File: src/rtl/hdlc_tx_pkg.sv
package hdlc_tx_pkg;

  localparam int BYTE_W = 8;
  localparam int FCS_W  = 16;

  localparam logic [BYTE_W-1:0] FLAG_OCTET = 8'h7E;
  // reflected form of x^16 + x^12 + x^5 + 1
  localparam logic [FCS_W-1:0]  FCS_POLY_R = 16'h8408;
  localparam logic [FCS_W-1:0]  FCS_SEED   = 16'hFFFF;

  // kind of octet currently loaded into the serializer
  typedef enum logic [2:0] {
    CH_FILL   = 3'd0,
    CH_PRE    = 3'd1,
    CH_OPEN   = 3'd2,
    CH_DATA   = 3'd3,
    CH_FCS_LO = 3'd4,
    CH_FCS_HI = 3'd5,
    CH_CLOSE  = 3'd6
  } chunk_e;

endpackage

File: src/rtl/hdlc_fcs_gen.sv
module hdlc_fcs_gen #(
  parameter int             W      = 16,
  parameter int             DW     = 8,
  parameter logic [W-1:0]   POLY   = 16'h8408,
  parameter logic [W-1:0]   PRESET = 16'hFFFF
) (
  input  logic          clk,
  input  logic          rst_n,
  input  logic          init,
  input  logic          upd,
  input  logic [DW-1:0] din,
  output logic [W-1:0]  crc
);

  logic [W-1:0] crc_q;
  logic [W-1:0] crc_d;

  // one octet through the reflected LFSR, bit 0 first
  function automatic logic [W-1:0] octet_step(input logic [W-1:0] c_in,
                                              input logic [DW-1:0] d);
    logic [W-1:0] c;
    logic         fb;
    c = c_in;
    for (int i = 0; i < DW; i++) begin
      fb = d[i] ^ c[0];
      c  = c >> 1;
      if (fb) c = c ^ POLY;
    end
    return c;
  endfunction

  always_comb begin
    crc_d = crc_q;
    if (init)     crc_d = PRESET;
    else if (upd) crc_d = octet_step(crc_q, din);
  end

  always_ff @(posedge clk or negedge rst_n) begin
    if (!rst_n) crc_q <= PRESET;
    else        crc_q <= crc_d;
  end

  assign crc = crc_q;

endmodule

File: src/rtl/hdlc_tx_seq.sv
module hdlc_tx_seq
  import hdlc_tx_pkg::*;
#(
  parameter int REP_W = 2
) (
  input  logic              clk,
  input  logic              rst_n,
  input  logic              load,
  input  logic              cfg_pre_en,
  input  logic [BYTE_W-1:0] cfg_pre_pat,
  input  logic [REP_W-1:0]  cfg_rep_code,
  input  logic              in_valid,
  input  logic [BYTE_W-1:0] in_data,
  input  logic              in_last,
  input  logic [FCS_W-1:0]  fcs_crc,
  output logic [BYTE_W-1:0] ld_byte,
  output logic              ld_stuff,
  output logic              ld_eof,
  output logic              take,
  output logic              crc_init
);

  localparam int CNT_W = (1 << REP_W) - 1;

  chunk_e           st_q, kind;
  logic [CNT_W-1:0] rep_q, rep_d, rep_init;
  logic [CNT_W:0]   reps_full;
  logic             last_q, last_d;

  // repetitions minus one, taken when a preamble run starts
  always_comb begin
    reps_full = (CNT_W+1)'(1) << cfg_rep_code;
    rep_init  = reps_full[CNT_W-1:0] - CNT_W'(1);
  end

  // kind of the octet that follows the one now in the serializer
  always_comb begin
    case (st_q)
      CH_FILL, CH_CLOSE: begin
        if (!in_valid)                          kind = CH_FILL;
        else if (cfg_pre_en && st_q == CH_FILL) kind = CH_PRE;
        else                                    kind = CH_OPEN;
      end
      CH_PRE:    kind = (rep_q != '0) ? CH_PRE : CH_OPEN;
      CH_OPEN:   kind = in_valid ? CH_DATA : CH_FCS_LO;
      CH_DATA:   kind = (last_q || !in_valid) ? CH_FCS_LO : CH_DATA;
      CH_FCS_LO: kind = CH_FCS_HI;
      CH_FCS_HI: kind = CH_CLOSE;
      default:   kind = CH_FILL;
    endcase
  end

  always_comb begin
    rep_d  = rep_q;
    last_d = last_q;
    if (kind == CH_PRE)  rep_d  = (st_q == CH_PRE) ? rep_q - CNT_W'(1) : rep_init;
    if (kind == CH_OPEN) last_d = 1'b0;
    if (kind == CH_DATA) last_d = in_last;
  end

  always_comb begin
    case (kind)
      CH_PRE:    ld_byte = cfg_pre_pat;
      CH_DATA:   ld_byte = in_data;
      CH_FCS_LO: ld_byte = ~fcs_crc[BYTE_W-1:0];
      CH_FCS_HI: ld_byte = ~fcs_crc[FCS_W-1:BYTE_W];
      default:   ld_byte = FLAG_OCTET;
    endcase
    ld_stuff = (kind == CH_DATA) || (kind == CH_FCS_LO) || (kind == CH_FCS_HI);
    ld_eof   = (kind == CH_CLOSE);
    take     = load && (kind == CH_DATA);
    crc_init = load && (kind == CH_OPEN);
  end

  always_ff @(posedge clk or negedge rst_n) begin
    if (!rst_n) begin
      st_q   <= CH_FILL;
      rep_q  <= '0;
      last_q <= 1'b0;
    end else if (load) begin
      st_q   <= kind;
      rep_q  <= rep_d;
      last_q <= last_d;
    end
  end


  take_in_payload_chk: assert property (@(posedge clk) disable iff (!rst_n)
    take |-> (st_q == CH_OPEN || st_q == CH_DATA));


  fcs_order_chk: assert property (@(posedge clk) disable iff (!rst_n)
    (load && st_q == CH_FCS_LO) |=> (st_q == CH_FCS_HI));

endmodule

File: src/rtl/hdlc_bit_ser.sv
module hdlc_bit_ser
  import hdlc_tx_pkg::*;
#(
  parameter int RUN_LEN = 5
) (
  input  logic              clk,
  input  logic              rst_n,
  input  logic              bit_en,
  input  logic [BYTE_W-1:0] ld_byte,
  input  logic              ld_stuff,
  input  logic              ld_eof,
  output logic              load,
  output logic              tx_bit,
  output logic              tx_eof
);

  localparam int IDX_W = $clog2(BYTE_W);
  localparam int RUN_W = $clog2(RUN_LEN + 1);

  logic [BYTE_W-1:0] sh_q, sh_d;
  logic [IDX_W-1:0]  idx_q, idx_d;
  logic [RUN_W-1:0]  ones_q, ones_d;
  logic              stf_q, stf_d;
  logic              eofc_q, eofc_d;
  logic              bit_q, bit_d;
  logic              eof_q, eof_d;
  logic              ins_zero;
  logic              at_last;

  always_comb begin
    ins_zero = (ones_q == RUN_W'(RUN_LEN));
    at_last  = (idx_q == IDX_W'(BYTE_W - 1));
    load     = bit_en && !ins_zero && at_last;
  end

  always_comb begin
    sh_d   = sh_q;
    idx_d  = idx_q;
    ones_d = ones_q;
    stf_d  = stf_q;
    eofc_d = eofc_q;
    bit_d  = bit_q;
    eof_d  = eof_q;
    if (bit_en) begin
      if (ins_zero) begin
        bit_d  = 1'b0;
        eof_d  = 1'b0;
        ones_d = '0;
      end else begin
        bit_d  = sh_q[0];
        eof_d  = eofc_q && at_last;
        ones_d = (stf_q && sh_q[0]) ? ones_q + RUN_W'(1) : '0;
        if (at_last) begin
          sh_d   = ld_byte;
          idx_d  = '0;
          stf_d  = ld_stuff;
          eofc_d = ld_eof;
        end else begin
          sh_d   = sh_q >> 1;
          idx_d  = idx_q + IDX_W'(1);
        end
      end
    end
  end

  always_ff @(posedge clk or negedge rst_n) begin
    if (!rst_n) begin
      sh_q   <= FLAG_OCTET;
      idx_q  <= '0;
      ones_q <= '0;
      stf_q  <= 1'b0;
      eofc_q <= 1'b0;
      bit_q  <= 1'b1;
      eof_q  <= 1'b0;
    end else begin
      sh_q   <= sh_d;
      idx_q  <= idx_d;
      ones_q <= ones_d;
      stf_q  <= stf_d;
      eofc_q <= eofc_d;
      bit_q  <= bit_d;
      eof_q  <= eof_d;
    end
  end

  assign tx_bit = bit_q;
  assign tx_eof = eof_q;


  hold_when_idle_chk: assert property (@(posedge clk) disable iff (!rst_n)
    !bit_en |=> ($stable(bit_q) && $stable(eof_q)));


  run_limit_chk: assert property (@(posedge clk) disable iff (!rst_n)
    ones_q <= RUN_W'(RUN_LEN));


  eof_zero_chk: assert property (@(posedge clk) disable iff (!rst_n)
    $rose(eof_q) |-> !bit_q);

endmodule

File: src/rtl/hdlc_pre_tx.sv
module hdlc_pre_tx
  import hdlc_tx_pkg::*;
#(
  parameter int REP_W   = 2,
  parameter int RUN_LEN = 5
) (
  input  logic              clk,
  input  logic              rst_n,
  input  logic              bit_en,
  input  logic              cfg_pre_en,
  input  logic [BYTE_W-1:0] cfg_pre_pat,
  input  logic [REP_W-1:0]  cfg_rep_code,
  input  logic              in_valid,
  input  logic [BYTE_W-1:0] in_data,
  input  logic              in_last,
  output logic              in_ready,
  output logic              tx_bit,
  output logic              tx_eof
);

  logic [BYTE_W-1:0] ld_byte;
  logic              ld_stuff;
  logic              ld_eof;
  logic              load;
  logic              take;
  logic              crc_init;
  logic [FCS_W-1:0]  crc;

  hdlc_tx_seq #(.REP_W(REP_W)) u_seq (
    .clk          (clk),
    .rst_n        (rst_n),
    .load         (load),
    .cfg_pre_en   (cfg_pre_en),
    .cfg_pre_pat  (cfg_pre_pat),
    .cfg_rep_code (cfg_rep_code),
    .in_valid     (in_valid),
    .in_data      (in_data),
    .in_last      (in_last),
    .fcs_crc      (crc),
    .ld_byte      (ld_byte),
    .ld_stuff     (ld_stuff),
    .ld_eof       (ld_eof),
    .take         (take),
    .crc_init     (crc_init)
  );

  hdlc_fcs_gen #(
    .W      (FCS_W),
    .DW     (BYTE_W),
    .POLY   (FCS_POLY_R),
    .PRESET (FCS_SEED)
  ) u_fcs (
    .clk   (clk),
    .rst_n (rst_n),
    .init  (crc_init),
    .upd   (take),
    .din   (in_data),
    .crc   (crc)
  );

  hdlc_bit_ser #(.RUN_LEN(RUN_LEN)) u_ser (
    .clk      (clk),
    .rst_n    (rst_n),
    .bit_en   (bit_en),
    .ld_byte  (ld_byte),
    .ld_stuff (ld_stuff),
    .ld_eof   (ld_eof),
    .load     (load),
    .tx_bit   (tx_bit),
    .tx_eof   (tx_eof)
  );

  assign in_ready = take;


  ready_gap_chk: assert property (@(posedge clk) disable iff (!rst_n)
    in_ready |=> !in_ready);

endmodule

File: config.mk
export PLATFORM = sky130hd
export DESIGN_NAME = hdlc_pre_tx
export DESIGN_NICKNAME = d
export VERILOG_FILES = /design/src/rtl/hdlc_tx_pkg.sv /design/src/rtl/hdlc_fcs_gen.sv /design/src/rtl/hdlc_tx_seq.sv /design/src/rtl/hdlc_bit_ser.sv /design/src/rtl/hdlc_pre_tx.sv
export SDC_FILE = /design/constraint.sdc
export NUM_CORES = 1
export LEC_CHECK = 0
export BUFFER_PORTS_ARGS = -buffer_cell sky130_fd_sc_hd__buf_4
export CAP_MARGIN = 20
export CORE_UTILIZATION = 40
export CTS_BUF_LIST = sky130_fd_sc_hd__clkbuf_2
export CTS_CLUSTER_SIZE = 40
export DETAILED_ROUTE_END_ITERATION = 8
export MAX_ROUTING_LAYER = met4
export PLACE_DENSITY = 0.58
export SLEW_MARGIN = 10
export SYNTH_ARGS = -nofsm -noshare
export SYNTH_HDL_FRONTEND = slang
export SYNTH_SLANG_ARGS = --single-unit
File: constraint.sdc
create_clock -name clk -period 2.07 [get_ports clk]
set_input_delay 0.3105 -clock clk [delete_from_list [all_inputs] [get_ports clk]]
set_output_delay 0.3105 -clock clk [all_outputs]
set_load 0.01 [all_outputs]
==> results.sh, run 1 <==
export IMPL_ir_worst_vdd_mv=0.6411
export IMPL_yosysTopAreaCell="dfstp_2"
export IMPL_place_worst_setup_slack_ns=0.1634
export IMPL_htreeDepth=2
export IMPL_syn_cell_area_um2=2479
export IMPL_drv_cap=0
export IMPL_dp_hpwl_um=4102
export IMPL_crit_path_start="u_ser.ones_q[0]$_DFFE_PN0P_"
export IMPL_syn_avg_cell_area_um2=9.353
export IMPL_critPathTopFamily="compound AO/OA/AOI/OAI gates"
export IMPL_path_max_fanout=3
export IMPL_io_buffer_count=26
export IMPL_synth_most_common_cell="nor2_1"
export IMPL_fmax_mhz=439.7
export IMPL_via_per_inst=5.430
export IMPL_max_slew_margin=0.6359
export IMPL_outcome="finished with violations"
export IMPL_drc_errors=0
export IMPL_hp_start="bit_en"
export IMPL_rsz0062_at_grt="yes"
export IMPL_worstSetupEndpointType="primary output"
export IMPL_max_stage_delay_ns=0.46
export IMPL_grt_antenna_before_repair=0
export IMPL_synthFlopType="dfstp_2"
export IMPL_yosys_area_share_adder=0.02524
export IMPL_synth_edf_count=0
export IMPL_cts_clk_slew_worst_paths_ns=0.23
export IMPL_yosys_warnings=0
export IMPL_track_usage=0.2032
export IMPL_die_height_um=80.72
export IMPL_clock_sinks=41
export IMPL_hp_class="input pin to register"
export IMPL_start_util=0.4162
export IMPL_nFillCells=557
export IMPL_skew_ns=0.03377
export IMPL_root_buffer="clkbuf_2"
export IMPL_area_delta_synth_final_pct=21.50
export IMPL_clockBufferDepth=2
export IMPL_synth_simple_area_share=0.1843
export IMPL_drt_antenna_violating_nets=0
export IMPL_hold_ws_ns=0.09326
export IMPL_wl_um=6001
export IMPL_path_cells="ha_4 > a21boi_4 > nand2_4 > a311oi_4 > and2_4 > buf_6"
export IMPL_synthDistinctLibCells=46
export IMPL_worst_slack_ns=-0.2045
export IMPL_crit_type="register to primary output"
export IMPL_syn_nets=294
export IMPL_startpoint_type="register"
export IMPL_clock_latency_ns=0.41
export IMPL_violations="negative setup slack"
export IMPL_cp_num_buf_inv=1
export IMPL_vias=2107
export IMPL_finalCritPeriodShare=1.099
export IMPL_async_flop_share=1.000
export IMPL_grt_max_degree=42
export IMPL_grt_pass1_vias=1995
export IMPL_ios=27
export IMPL_synth_area_mux_share=0.008077
export IMPL_wl_per_cell_um=15.47
export IMPL_routabilityCongestion=0.8057
export IMPL_slew_violations=0
export IMPL_rows=28
export IMPL_cp_required_ns=1.76
export IMPL_slowest_stage="dfrtp_1"
export IMPL_die_area_um2=6516
export IMPL_worst_pin_slew_ns=0.5462
export IMPL_synthesis_instances=265
export IMPL_fin_nets=341
export IMPL_synth_commonest_cells="nor2_1, nand2_1, dfstp_2"
export IMPL_leakage_nw=1.269
export IMPL_powerDensity_nw_per_um2=1270
export IMPL_grt_pass1_wl_um=9666
export IMPL_firstDrtPassIters=4
export IMPL_coreArea_um2=5956
export IMPL_hold_viol_final=0
export IMPL_min_period_ns=2.274
export IMPL_synthXorXnorAreaFrac=0.08481
export IMPL_synth_top_cell_area_share=0.2438
export IMPL_drtIter0Drc=115
export IMPL_ys_top_cells_by_area="dfstp_2, dfrtp_1, xnor2_1"
export IMPL_synth_top_family_by_area="compound AO/OA/AOI/OAI gates"
export IMPL_cts_tree="done"
export IMPL_r2r_start="u_seq.st_q[1]$_DFFE_PN0P_"
export IMPL_diodes=0
export IMPL_drive_above_1_share=0.3514
export IMPL_worst_ep_arrival_time_ns=1.96
export IMPL_finalSetupViolCount=1
export IMPL_die_x_um=80.72
export IMPL_cts_buffers=5
export IMPL_seq_area_frac_synth=0.4255
export IMPL_synth_compound_area_frac=0.2251
export IMPL_synth_seq_cells=41
export IMPL_grt_overflow=0
-- through the flow --
stage,instance area (um^2),util,instances,setup TNS [ns],power [mW]
2_1_floorplan,2479,-,265,0,2.768
3_3_place_gp,2794,0.4691,366,0,3.208
3_5_place_dp,2794,0.4691,366,0,3.238
4_1_cts,2934,0.4926,385,-0.2173,3.731
5_1_grt,3012,0.5057,388,-0.3735,4.144
6_report,3012,0.5057,388,-0.2045,3.823
-- what timing repair did --
action                                  CTS  global route
endpoints found under the setup margin    1             2
buffers inserted                         10             3
gates cloned                              0             0
gates resized for setup                   8            12
pin swaps                                 7             6
hold buffers                              1             0
endpoints found under the hold margin    18             0
-- metal layers --
metal / wire length [um] / track usage
met4: 53 / 0.04286
met3: 231 / 0.04091
met2: 2805 / 0.3085
met5: 0 / -
met1: 2911 / 0.2794
-- cell type report --
class	count	area, um^2	area share
Inverter	6	22.52	0.007478
Tap cell	75	93.84	0.03116
Clock inverter	1	5.005	0.001662
Multi-Input combinational cell	202	1369	0.4545
Sequential cell	41	1060	0.3519
Timing Repair Buffer	56	426.7	0.1417
Clock buffer	7	35.03	0.01163
-- worst paths after layout --
check	to	slack, ns	cells after the start
max in group asynchronous	u_seq.rep_q[2]$_DFFE_PN0P_	1.24	2
worst max-delay path	in_ready	-0.20	6
min in group asynchronous	u_ser.tx_eof$_DFFE_PN0P_	0.38	2
worst min-delay path	u_ser.tx_bit$_DFFE_PN1P_	0.09	2
worst min register to register	u_ser.tx_bit$_DFFE_PN1P_	0.49	2
worst max register to register	u_seq.rep_q[2]$_DFFE_PN0P_	0.08	9
-- logic make-up after synthesis --
logic type / count (synthesis)
and+or+nand+nor: 95
xor gates and xnor gates: 24
muxes: 2
DFF: 41
AOI/OAI and AO/OA: 76
buffers and inverters: 22
adders and majority gates: 5
-- registers in the layout, indices dropped and copies added, names as in the netlist --
register,flops
u_ser.tx_eof,1
u_ser.ones_q,3
u_seq.last_q,1
u_ser.tx_bit,1
u_fcs.crc,16
u_ser.idx_q,3
u_seq.rep_q,3
u_seq.st_q,3
u_ser.stf_q,1
u_ser.sh_q,8
u_ser.eofc_q,1
-- power breakdown --
part / total [mW] / switching (mW) / internal (mW)
logic: 1.97 / 1.03 / 0.934
clock network: 0.357 / 0.265 / 0.0922
registers: 1.50 / 0.299 / 1.20
-- cells in the final DEF (no fill, tap or decap), types with 2 or more instances in the layout --
cell type	instances
nand2b_1	3
a21boi_4	2
nand3_1	8
nand2_1	24
nor3_1	3
nor2b_1	4
a31oi_1	16
o22ai_1	2
dfrtp_2	4
xnor2_1	16
clkbuf_2	7
ha_2	2
xor2_1	8
mux2i_1	2
o311ai_0	6
dfstp_2	23
dfrtp_1	14
a211oi_1	9
or3_1	7
ha_4	2
buf_4	54
a21oi_1	13
nor2_1	33
o21ai_0	14
inv_1	5
and2_1	2
Note: power is estimated with default switching activity, not from simulation.
==> inputs of run 2 (changes only) <==
ABC_AREA = 1   (was not set)
CAP_MARGIN = not set   (was 20)
TNS_END_PERCENT = 1   (was not set)
==> run 2 against run 1 <==
- the run now ends clean
- hold slack worse by 0.0071 ns
- highest routed layer unchanged
- synthesized area up 0.40%
- clock skew down 0.016 ns
- sequential power about the same
- combinational power down 9.6%
- die area up 0.38%
- clock-buffer cell count unchanged
- sequential cell count unchanged
- core utilization down 1.7 points
- clock power down 3%
- non-clock buffer count down 13
==> results.sh, run 2 <==
export IMPL_drc_errors=0
export IMPL_wl_per_cell_um=13.18
export IMPL_place_worst_setup_slack_ns=0.3140
export IMPL_powerDensity_nw_per_um2=1251
export IMPL_largest_reg_flops=16
export IMPL_drt_antenna_violating_nets=0
export IMPL_tns_ns=0
export IMPL_drv_cap=0
export IMPL_fmax_mhz=515.0
export IMPL_grt_antenna_before_repair=0
export IMPL_synthesis_instances=322
export IMPL_synth_commonest_cells="nand2_1, inv_1, o21ai_0"
export IMPL_cp_num_buf_inv=3
export IMPL_synth_top_cell_area_share=0.2428
export IMPL_worst_pin_slew_ns=0.5290
export IMPL_min_path_cells=2
export IMPL_startpoint_type="register"
export IMPL_coreArea_um2=5956
export IMPL_synthDistinctLibCells=33
export IMPL_root_buffer="clkbuf_2"
export IMPL_power_mw=3.641
export IMPL_fin_nets=393
export IMPL_die_x_um=80.88
export IMPL_ys_top_cells_by_area="dfstp_2, dfrtp_1, nand2_1"
export IMPL_drive_above_1_share=0.2493
export IMPL_max_stage_delay_ns=0.42
export IMPL_skew_ns=0.01733
export IMPL_syn_avg_cell_area_um2=7.729
export IMPL_grt_max_degree=42
export IMPL_dp_hpwl_um=4263
export IMPL_drtIter0Drc=85
export IMPL_hold_viol_final=0
export IMPL_cts_buffers=5
export IMPL_utilization=0.4887
export IMPL_worstHoldEndpoint="u_ser.tx_bit$_DFFE_PN1P_"
export IMPL_die_height_um=80.88
export IMPL_async_flop_share=1.000
export IMPL_ir_worst_vdd_mv=0.6218
export IMPL_finalSetupViolCount=0
export IMPL_grt_overflow=0
export IMPL_vias=2158
export IMPL_critPathTopFamily="adder cells"
export IMPL_seqPwrFrac=0.415
export IMPL_p_comb_frac=0.490
export IMPL_switchingPower_mw=1.542
export IMPL_ios=27
export IMPL_outcome="complete, no violations"
export IMPL_r2r_cells=9
export IMPL_final_common_cell="nand2_1"
export IMPL_nFillCells=618
export IMPL_finalCritPeriodShare=0.9380
export IMPL_clock_sinks=41
export IMPL_synth_most_common_cell="nand2_1"
export IMPL_path_max_fanout=4
export IMPL_ff2ff_setup_slack_ns=0.31
export IMPL_hold_ws_ns=0.08620
export IMPL_via_per_inst=4.905
export IMPL_hp_start="bit_en"
export IMPL_rsz0062_at_grt="no"
export IMPL_clockBufferDepth=2
export IMPL_yosysTopAreaCell="dfstp_2"
export IMPL_seq_area_frac_synth=0.4238
export IMPL_min_period_ns=1.942
export IMPL_worst_slack_ns=0.1283
export IMPL_slew_violations=0
export IMPL_track_usage=0.2078
export IMPL_crit_type="register to primary output"
export IMPL_diodes=0
export IMPL_die_area_um2=6541
export IMPL_synth_edf_count=0
export IMPL_io_buffer_count=26
export IMPL_start_util=0.4179
export IMPL_yosys_warnings=0
export IMPL_max_slew_margin=0.6473
export IMPL_syn_nets=351
export IMPL_grt_pass1_wl_um=10110
export IMPL_rr_endpoint="u_fcs.crc[10]$_DFFE_PN1P_"
export IMPL_wl_um=5799
export IMPL_clkPwrFrac=0.096
export IMPL_worst_ep_arrival_time_ns=1.63
export IMPL_worstSetupEndpointType="primary output"
export IMPL_synthFlopType="dfstp_2"
export IMPL_power_internal_mw=2.099
export IMPL_firstDrtPassIters=4
export IMPL_switching_share=0.4236
export IMPL_cp_required_ns=1.76
export IMPL_slowest_stage="dfrtp_1"
export IMPL_r2r_start="u_seq.st_q[1]$_DFFE_PN0P_"
export IMPL_path_cells="ha_1 > ha_1 > inv_2 > nor2_4 > nand2_2 > inv_2 > buf_4"
export IMPL_cts_clk_slew_worst_paths_ns=0.20
export IMPL_layout_common_cells="nand2_1, buf_4, inv_1"
export IMPL_rows=28
export IMPL_grt_pass1_vias=2173
export IMPL_leakage_nw=1.388
export IMPL_cts_tree="done"
export IMPL_htreeDepth=2
export IMPL_syn_cell_area_um2=2489
export IMPL_routabilityCongestion=0.8025
export IMPL_area_delta_synth_final_pct=16.94
export IMPL_synth_seq_cells=41
export IMPL_hp_class="input pin to register"
export IMPL_clock_latency_ns=0.40
==> run 2: cell count changes in the layout (fill, tap and decap cells not counted), sizes merged, moves of 5 or more <==
cell	change
a211oi	-10
a31oi	-16
buf	-13
inv	+34
nand2	+63
nand3	+9
nand4	+8
nor2	-5
nor2b	-5
o21ai	+18
o311ai	-6
or3	-7
xor2	+5
==> run 2: logic make-up (layout without fill, tap and decap cells) <==
group / count (synthesis) / count (layout) / synth area share
flip-flops: 41 / 41 / 0.4238
XOR/XNOR: 26 / 26 / 0.09150
multiplexers: 1 / 1 / 0.004022
AO/OA/AOI/OAI: 57 / 57 / 0.1237
buffers and inverters: 48 / 91 / 0.08245
AND/OR/NAND/NOR: 144 / 144 / 0.2494
adder cells (fa/ha/maj): 5 / 5 / 0.02514
==> run 2: layout make-up <==
class                   instances  area (um^2)  area share
inverters                      40        150.1     0.05159
well taps                      75        93.84     0.03224
clock buffers                   7        35.03     0.01204
multi-input cells             233         1244      0.4273
clock inverters                 1        3.754    0.001290
flip-flops and latches         41         1059      0.3637
repair buffers                 43        325.3      0.1118
==> run 2: worst register-to-register path: stages, from the launching register on <==
cell and delay [ns]:
dfrtp_2 0.50, inv_2 0.08, nand2_1 0.08, nor2_4 0.14, inv_1 0.09, o21ai_1 0.21
nand2_2 0.19, inv_2 0.22, o21ai_0 0.13, nand2_1 0.07
==> run 2: routing by layer <==
layer	track usage	vias up	routed length, um
li1	-	1122	-
met1	0.2696	1000	2844
met2	0.3244	30	2699
met3	0.04045	6	187
met4	0.06786	0	68
met5	-	-	0
==> run 2: power by group through the flow <==
stage,clock network [mW],registers (mW),logic [mW]
finish,0.348,1.51,1.78
global route,0.397,1.56,2.07
CTS,0.364,1.50,1.76
detailed placement,0,1.52,1.72
global placement,0,1.52,1.73
floorplan,0,1.45,1.30
==> run 2: worst max path at each step <==
| stage | cells after the start | endpoint | start |
|---|---|---|---|
| 2_1_floorplan | 9 | u_fcs.crc[13]$_DFFE_PN1P_ | u_ser.idx_q[0]$_DFFE_PN0P_ |
| 3_3_place_gp | 9 | u_fcs.crc[8]$_DFFE_PN1P_ | u_seq.st_q[1]$_DFFE_PN0P_ |
| 3_5_place_dp | 10 | u_seq.rep_q[0]$_DFFE_PN0P_ | u_ser.idx_q[0]$_DFFE_PN0P_ |
| 4_1_cts | 7 | in_ready | u_ser.ones_q[0]$_DFFE_PN0P_ |
| 5_1_grt | 8 | in_ready | u_ser.ones_q[1]$_DFFE_PN0P_ |
| 6_report | 7 | in_ready | u_ser.idx_q[0]$_DFFE_PN0P_ |
==> run 2: stage by stage <==
stage	std cells	instance area (um^2)
global placement	425	2798
finish	440	2910
CTS	436	2861
detailed placement	425	2798
global route	440	2910
floorplan	322	2489
==> run 2: repair_timing <==
action,CTS,global route
pin swaps,0,4
gates resized for setup,1,8
endpoints found under the hold margin,18,0
hold buffers,1,0
buffers inserted,2,4
endpoints found under the setup margin,1,1
==> inputs of run 3 (changes only) <==
PLACE_DENSITY = 0.61   (was 0.58)
TNS_END_PERCENT = not set   (was 1)
==> run 3 against run 2 <==
- clock power down 1%
- die area unchanged
- wire length down 2.7%
- cell count down 0.91%
- core utilization down 0.46 points
- register-to-register slack worse by 0.06 ns
- clock skew up 0.0054 ns
- via count down 0.56%
- worst setup slack worse by 0.036 ns
- hold slack better by 0.028 ns
==> results.sh, run 3 (synthesis gave the netlist of run 2 again) <==
export IMPL_rows=28
export IMPL_wl_per_cell_um=12.94
export IMPL_outcome="complete, no violations"
export IMPL_diodes=0
export IMPL_critPathTopFamily="flip-flops"
export IMPL_power_mw=3.599
export IMPL_grt_max_degree=42
export IMPL_start_util=0.4179
export IMPL_coreArea_um2=5956
export IMPL_fin_area_um2=2883
export IMPL_ff_latch_area_um2=1059
export IMPL_via_per_inst=4.922
export IMPL_grt_antenna_before_repair=0
export IMPL_ios=27
export IMPL_root_buffer="clkbuf_2"
export IMPL_firstDrtPassIters=4
export IMPL_layout_common_cells="nand2_1, buf_4, inv_1"
export IMPL_final_common_cell="nand2_1"
export IMPL_fin_nets=389
export IMPL_skew_ns=0.02269
export IMPL_path_max_fanout=5
export IMPL_place_worst_setup_slack_ns=0.2717
export IMPL_cts_tree="done"
export IMPL_drtIter0Drc=114
export IMPL_die_area_um2=6541
export IMPL_drv_cap=0
export IMPL_powerDensity_nw_per_um2=1248
export IMPL_dp_cells=423
export IMPL_cp_num_buf_inv=3
export IMPL_clock_sinks=41
export IMPL_multiInputGateArea_um2=1246
export IMPL_vias=2146
export IMPL_cts_clk_slew_worst_paths_ns=0.20
export IMPL_path_cells="ha_1 > ha_2 > inv_2 > nor2_4 > nand2_4 > clkinv_1 > buf_4"
export IMPL_placed_area_um2=2783
export IMPL_grt_pass1_wl_um=9425
export IMPL_clockBufferDepth=2
export IMPL_leakage_nw=1.372
export IMPL_ir_worst_vdd_mv=0.5694
export IMPL_startpoint_type="register"
export IMPL_htreeDepth=2
export IMPL_worst_slack_ns=0.09267
export IMPL_drc_errors=0
export IMPL_routabilityCongestion=0.8727
export IMPL_slew_violations=0
export IMPL_area_delta_synth_final_pct=15.84
export IMPL_track_usage=0.1962
export IMPL_grt_pass1_vias=2031
export IMPL_nFillCells=616
export IMPL_largest_reg_flops=16
export IMPL_grt_overflow=0
export IMPL_clock_latency_ns=0.40
export IMPL_worst_pin_slew_ns=0.5322
export IMPL_instances_no_fill=436
export IMPL_hp_class="input pin to register"
export IMPL_worstSetupEndpointType="primary output"
export IMPL_slowest_stage="dfrtp_1"
export IMPL_max_stage_delay_ns=0.43
export IMPL_io_buffer_count=26
export IMPL_die_x_um=80.88
export IMPL_drt_antenna_violating_nets=0
export IMPL_fmax_mhz=505.7
export IMPL_hold_viol_final=0
export IMPL_min_period_ns=1.977
export IMPL_drive_above_1_share=0.2355
export IMPL_die_height_um=80.88
export IMPL_wl_um=5640
export IMPL_cp_required_ns=1.76
export IMPL_crit_type="register to primary output"
export IMPL_cts_buffers=5
export IMPL_worst_ep_arrival_time_ns=1.67
export IMPL_dp_hpwl_um=4102
export IMPL_finalSetupViolCount=0
export IMPL_tns_ns=0
export IMPL_finalCritPeriodShare=0.9552
export IMPL_max_slew_margin=0.6452
==> run 3: path summary, 6_finish.rpt <==
path / start / endpoint / slack, ns / cells past startpoint
max in group asynchronous: rst_n / u_ser.tx_bit$_DFFE_PN1P_ / 1.27 / 2
hold / removal: bit_en / u_ser.ones_q[0]$_DFFE_PN0P_ / 0.11 / 2
hold reg to reg: u_ser.sh_q[4]$_DFFE_PN1P_ / u_ser.sh_q[4]$_DFFE_PN1P_ / 0.48 / 2
setup / recovery: u_ser.idx_q[0]$_DFFE_PN0P_ / in_ready / 0.09 / 7
setup reg to reg: u_seq.st_q[1]$_DFFE_PN0P_ / u_fcs.crc[7]$_DFFE_PN1P_ / 0.25 / 9
min in group asynchronous: rst_n / u_ser.tx_eof$_DFFE_PN0P_ / 0.40 / 2
==> run 3: where the power goes <==
group	total, mW	internal, mW	switching (mW)
logic	1.75	0.720	1.03
clock network	0.343	0.0905	0.253
registers	1.51	1.26	0.253
total	3.60	2.07	1.53
==> run 3: final cells by class <==
type / instances / area share
Timing Repair Buffer: 39 / 0.1024
Tap cell: 75 / 0.03255
Clock inverter: 1 / 0.001302
Sequential cell: 41 / 0.3672
Multi-Input combinational cell: 233 / 0.4323
Inverter: 40 / 0.05208
Clock buffer: 7 / 0.01215
==> run 3: what timing repair did <==
item                                    4_1_cts  5_1_grt
hold buffers                                  1        0
endpoints found under the hold margin        18        0
setup buffers                                 1        3
gates resized for setup                       2        6
endpoints found under the setup margin        1        1
pin swaps                                     0        0
==> run 3: metrics by stage <==
| step | utilization | hold slack, ns |
|---|---|---|
| 2_1_floorplan | - | 0.01491 |
| 3_3_place_gp | 0.4672 | 0.3310 |
| 3_5_place_dp | 0.4672 | 0.3292 |
| 4_1_cts | 0.4775 | 0.09442 |
| 5_1_grt | 0.4840 | 0.08111 |
| 6_report | 0.4840 | 0.1137 |
==> run 3: metal layers <==
metal | track usage | vias up | routed length [um]
li1 | - | 1111 | -
met1 | 0.2586 | 974 | 2737
met2 | 0.3042 | 51 | 2528
met3 | 0.03820 | 10 | 292
met4 | 0.05893 | 0 | 81
met5 | - | - | 0
